<file path="config.mk">
export PLATFORM = sky130hd
export DESIGN_NAME = rx_pad_stripper
export DESIGN_NICKNAME = d
export VERILOG_FILES = /design/src/rtl/rxps_pkg.sv /design/src/rtl/rxps_len_decode.sv /design/src/rtl/rxps_out_stage.sv /design/src/rtl/rx_pad_stripper.sv
export SDC_FILE = /design/constraint.sdc
export NUM_CORES = 1
export LEC_CHECK = 0
export BUFFER_PORTS_ARGS = -buffer_cell sky130_fd_sc_hd__buf_2
export CORE_MARGIN = 4
export CORE_UTILIZATION = 24
export CTS_CLUSTER_SIZE = 25
export DETAILED_ROUTE_END_ITERATION = 12
export GPL_ROUTABILITY_DRIVEN = 0
export GPL_TIMING_DRIVEN = 0
export MAX_ROUTING_LAYER = met4
export SETUP_SLACK_MARGIN = 0.5
export SLEW_MARGIN = 20
export SYNTH_ARGS = -nofsm -noshare
export SYNTH_HDL_FRONTEND = slang
export SYNTH_SLANG_ARGS = --single-unit
</file>
<file path="constraint.sdc">
create_clock -name clk -period 2.8 [get_ports clk]
set_clock_uncertainty 0.1 [all_clocks]
set_input_delay 0 -clock clk [delete_from_list [all_inputs] [get_ports clk]]
set_output_delay 0 -clock clk [all_outputs]
set_load 0.05 [all_outputs]
</file>
<file path="src/rtl/rxps_pkg.sv">
package rxps_pkg;

    // Frame-handling phase of the byte tracker
    typedef enum logic [1:0] {
        PH_PASS = 2'd0,  // header, or frame forwarded as is
        PH_KEEP = 2'd1,  // short frame, still inside kept payload
        PH_DROP = 2'd2   // short frame, discarding pad and FCS
    } phase_e;

endpackage

</file>
<file path="src/rtl/rxps_len_decode.sv">
module rxps_len_decode #(
    parameter int unsigned DATA_W      = 8,
    parameter int unsigned CNT_W       = 8,
    parameter int unsigned LEN_POS     = 12,
    parameter int unsigned MIN_PAYLOAD = 46
) (
    input  logic             en,
    input  logic [DATA_W-1:0] len_hi,
    input  logic [DATA_W-1:0] len_lo,
    output logic             strip,
    output logic [CNT_W-1:0] last_idx
);
    localparam int unsigned LEN_W = 2 * DATA_W;
    localparam int unsigned SUM_W = LEN_W + 1;

    logic [LEN_W-1:0] len_val;
    logic [SUM_W-1:0] sum;

    always_comb begin
        len_val  = {len_hi, len_lo};
        strip    = en && (len_val < LEN_W'(MIN_PAYLOAD));
        // index of final kept byte: header end (LEN_POS+1) plus payload count
        sum      = SUM_W'(LEN_POS + 1) + SUM_W'(len_val);
        last_idx = sum[CNT_W-1:0];
    end
endmodule

</file>
<file path="src/rtl/rxps_out_stage.sv">
module rxps_out_stage #(
    parameter int unsigned DATA_W = 8
) (
    input  logic              clk,
    input  logic              rst,
    input  logic              load,
    input  logic [DATA_W-1:0] ld_data,
    input  logic              ld_last,
    input  logic              dn_ready,
    output logic              can_load,
    output logic              dn_valid,
    output logic [DATA_W-1:0] dn_data,
    output logic              dn_last
);
    typedef struct packed {
        logic              valid;
        logic [DATA_W-1:0] data;
        logic              last;
    } slot_t;

    slot_t o_d, o_q;

    always_comb begin
        o_d      = o_q;
        can_load = !o_q.valid || dn_ready;
        if (o_q.valid && dn_ready) begin
            o_d.valid = 1'b0;
        end
        if (load) begin
            o_d.valid = 1'b1;
            o_d.data  = ld_data;
            o_d.last  = ld_last;
        end
    end

    always_ff @(posedge clk) begin
        if (rst) begin
            o_q <= '0;
        end else begin
            o_q <= o_d;
        end
    end

    assign dn_valid = o_q.valid;
    assign dn_data  = o_q.data;
    assign dn_last  = o_q.last;
endmodule

</file>
<file path="src/rtl/rx_pad_stripper.sv">
module rx_pad_stripper #(
    parameter int unsigned DATA_W      = 8,
    parameter int unsigned CNT_W       = 8,
    parameter int unsigned LEN_POS     = 12,
    parameter int unsigned MIN_PAYLOAD = 46
) (
    input  logic              clk,
    input  logic              rst,
    input  logic              strip_en,
    input  logic              csum_en,
    input  logic              in_valid,
    output logic              in_ready,
    input  logic [DATA_W-1:0] in_data,
    input  logic              in_last,
    output logic              out_valid,
    input  logic              out_ready,
    output logic [DATA_W-1:0] out_data,
    output logic              out_last,
    output logic              conflict
);
    import rxps_pkg::*;

    localparam logic [CNT_W-1:0] HI_IDX  = CNT_W'(LEN_POS);
    localparam logic [CNT_W-1:0] LO_IDX  = CNT_W'(LEN_POS + 1);
    localparam logic [CNT_W-1:0] IDX_MAX = '1;

    typedef struct packed {
        logic [CNT_W-1:0]  idx;
        logic [CNT_W-1:0]  keep_last;
        logic [DATA_W-1:0] len_hi;
        logic              en_cap;
        phase_e            phase;
    } trk_t;

    trk_t st_d, st_q;

    logic             accept;
    logic             emit;
    logic             emit_last;
    logic             dec_strip;
    logic [CNT_W-1:0] dec_last;
    logic             drop_active;

    rxps_len_decode #(
        .DATA_W      (DATA_W),
        .CNT_W       (CNT_W),
        .LEN_POS     (LEN_POS),
        .MIN_PAYLOAD (MIN_PAYLOAD)
    ) i_len_decode (
        .en       (st_q.en_cap),
        .len_hi   (st_q.len_hi),
        .len_lo   (in_data),
        .strip    (dec_strip),
        .last_idx (dec_last)
    );

    assign accept = in_valid && in_ready;

    always_comb begin
        st_d      = st_q;
        emit      = 1'b0;
        emit_last = in_last;
        if (accept) begin
            emit = (st_q.phase != PH_DROP);
            if (st_q.idx == '0) begin
                st_d.en_cap = strip_en;
            end
            if (st_q.idx == HI_IDX) begin
                st_d.len_hi = in_data;
            end
            if (st_q.phase == PH_PASS && st_q.idx == LO_IDX && dec_strip) begin
                if (dec_last == st_q.idx) begin
                    emit_last  = 1'b1;
                    st_d.phase = PH_DROP;
                end else begin
                    st_d.keep_last = dec_last;
                    st_d.phase     = PH_KEEP;
                end
            end else if (st_q.phase == PH_KEEP && st_q.idx == st_q.keep_last) begin
                emit_last  = 1'b1;
                st_d.phase = PH_DROP;
            end
            if (in_last) begin
                st_d.idx   = '0;
                st_d.phase = PH_PASS;
            end else if (st_q.idx != IDX_MAX) begin
                st_d.idx = st_q.idx + 1'b1;
            end
        end
    end

    always_ff @(posedge clk) begin
        if (rst) begin
            st_q       <= '0;
            st_q.phase <= PH_PASS;
        end else begin
            st_q <= st_d;
        end
    end

    rxps_out_stage #(
        .DATA_W (DATA_W)
    ) i_out_stage (
        .clk      (clk),
        .rst      (rst),
        .load     (emit),
        .ld_data  (in_data),
        .ld_last  (emit_last),
        .dn_ready (out_ready),
        .can_load (in_ready),
        .dn_valid (out_valid),
        .dn_data  (out_data),
        .dn_last  (out_last)
    );

    assign drop_active = (st_q.phase == PH_DROP);
    assign conflict    = strip_en && csum_en;
endmodule

</file>
==> results.toml <==
[sta]
min_period_ns = 2.26
slew_violations = 0
rsz0062_at_grt = "false"
hold_viol = 0
setup-tns-final_ns = 0
setup_viol = 0
fmax_mhz = 442
worstMarginPinSlew_ns = 0.539
slew_headroom_pct = 64.1
fin_crit_sh_pct = 80.8

[routing]
drtPass1Iterations = 4
dr.first_iter.drc_count = 80
wire_per_inst_um = 13.6
drc = 0
routed_wirelength_um = 4980
viasPerCell = 4.70
vias = 1726
antenna_left = 0

[grt]
grt_max_degree = 12
grt-ovfl-total = 0
grtUsageTotal_pct = 10.9
grt_pass1_wl_um = 8520
antenna_found_initial = 0
grt_pass1_vias = 1760

[setup_path]
crit_arrival_ns = 2.35
crit_type = "in -> reg"
required_ns = 2.89
start_kind = "input pin"
cp_max_fo = 10
cp-end-kind = "register"

[yosys]
yosys-top-cells-area = "dfxtp_1 (37%), mux2i_1 (9.5%), xnor2_1 (9.2%)"
synthCells = 225
synth_seq_cells = 37
ys_seq_area_share_pct = 37.2
syn_area_mm2 = 0.00199
synth_top_area_share_pct = 37.2
yosysUniqueCellTypes = 41
synth_nets = 244
synth_top_area_cell = "dfxtp_1"
yosysWarnings = 0
syn_area_per_cell_um2 = 8.86

[die]
fp-row-count = 32
start_util_pct = 25.3
die_h_um = 99.1
die_w_um = 99.1
dieArea_mm2 = 0.00983
core_mm2 = 0.00789
num_io_pins = 27

[clocking]
postCtsSetupBuffers = 0
path_clk_slew_ns = 0.08
clk_latency_ns = 0.29
cts_buffers = 5
clock_sinks = 37
cts_tree = "done"
clockRootBuffer = "clkbuf_8"
clock_path_buffers = 2
cts_max_level = 2

[layout]
layout_common_cells = "dfxtp_1 (37), nor2_1 (28), buf_2 (23)"
fin_nets = 283
final_cell_count_no_fill = 367
utilization_pct = 31.5
drive_gt1_share_pct = 21.5
final_common_cell = "dfxtp_1"
syn_to_final_growth_pct = 24.6
n_fill_cell = 829
n_antenna_cell = 0

[pwr]
ir_drop_uv = 262
finalPower_mw = 1.10
p_leak_nw = 0.927
cellPowerDensity_mw_per_mm2 = 444

[flow_run]
max_cap_violations = 0

[placement]
dpl.cell_count = 349
port_buffers = 22
place.detailed.hpwl_um = 3580

[run_status]
outcome = "finished clean"

[hold_path]
hp-class = "in -> reg"
==> layout make-up <==
class,instances,area [µm²],share of cell area (%)
multi-input cells,163,1190,48.0
flip-flops and latches,37,741,29.8
repair buffers,32,213,8.56
well taps,102,128,5.14
plain buffers,19,106,4.28
clock buffers,6,72.6,2.92
inverters,6,22.5,0.907
clock inverters,2,10.0,0.403
==> timing repair <==
action / in CTS / in global routing
hold buffers: 10 / 0
resized for setup: 6 / 22
endpoints found under the setup margin: 6 / 14
hold endpoints to repair: 14 / 0
==> state kept, by name, summed over array words and instances, names as in the netlist <==
name and flops:
i_out_stage.dn_data 8, st_q 27, i_out_stage.dn_last 1, i_out_stage.dn_valid 1
==> cell families after synthesis <==
group / Yosys count / share of synthesized area (%)
and+or+nand+nor: 83 / 21.8
DFF: 37 / 37.2
AOI/OAI and AO/OA: 30 / 11.2
xor gates and xnor gates: 25 / 11.0
buffers and inverters: 25 / 5.59
muxes: 20 / 10.3
adders and majority gates: 5 / 3.01
==> stage by stage <==
| step | worst slack [ns] | hold slack (ns) | cell area [µm²] |
|---|---|---|---|
| floorplan | 0.539 | 0.00506 | 2000 |
| global placement | 0.426 | 0.178 | 2240 |
| detailed placement | 0.326 | 0.180 | 2240 |
| CTS | 0.459 | 0.0120 | 2430 |
| global route | 0.498 | 0.0442 | 2480 |
| finish | 0.537 | 0.0174 | 2480 |
==> cell usage after synthesis (all sizes together) <==
| cell | n |
|---|---|
| a211oi | 4 |
| xnor2 | 21 |
| nor2 | 31 |
| o41ai | 4 |
| nor2b | 5 |
| or4 | 1 |
| a21o | 1 |
| or3 | 1 |
| dfxtp | 37 |
| mux2i | 19 |
| maj3 | 1 |
| a21oi | 5 |
| clkbuf | 15 |
| nor4b | 3 |
| nand2b | 6 |
| nand3b | 1 |
| buf | 4 |
| a22oi | 1 |
| o31a | 2 |
| o2bb2ai | 1 |
| nor4 | 4 |
| nor3b | 3 |
| o31ai | 4 |
| nand2 | 6 |
| o21ai | 7 |
| and4 | 1 |
| mux2 | 1 |
| a32o | 1 |
| and2 | 3 |
| ha | 4 |
| inv | 6 |
| nand4 | 5 |
| nand3 | 7 |
| and3 | 1 |
| nor3 | 5 |
| xor2 | 4 |
==> worst max-delay path, stage by stage <==
cell	delay (ns)
dlygate4sd3_1	0.53
buf_4	0.14
inv_2	0.08
maj3_1	0.35
o2bb2ai_1	0.13
and4_4	0.19
buf_6	0.14
or4_4	0.53
a32o_1	0.26
==> routing by layer <==
metal  GRT usage, %  wire length [µm]
met5              -                 0
met1           13.2              2250
met2           18.5              2520
met3           2.31               181
met4           2.21                33
==> path summary, 6_finish.rpt <==
| kind | startpoint | endpoint | slack (ns) | cells past startpoint |
|---|---|---|---|---|
| setup / recovery | in_data[4] | i_out_stage.dn_last | 0.54 | 9 |
| hold / removal | in_data[3] | i_out_stage.dn_data[3] | 0.02 | 3 |
| setup reg to reg | st_q[23] | i_out_stage.dn_last | 0.56 | 7 |
| hold reg to reg | i_out_stage.dn_data[0] | i_out_stage.dn_data[0] | 0.39 | 2 |
==> power breakdown <==
| group | total [mW] | switching (mW) | internal, mW |
|---|---|---|---|
| logic | 0.193 | 0.122 | 0.0712 |
| registers | 0.545 | 0.00661 | 0.539 |
| clock network | 0.365 | 0.192 | 0.173 |
Note: power is estimated with default switching activity, not from simulation.
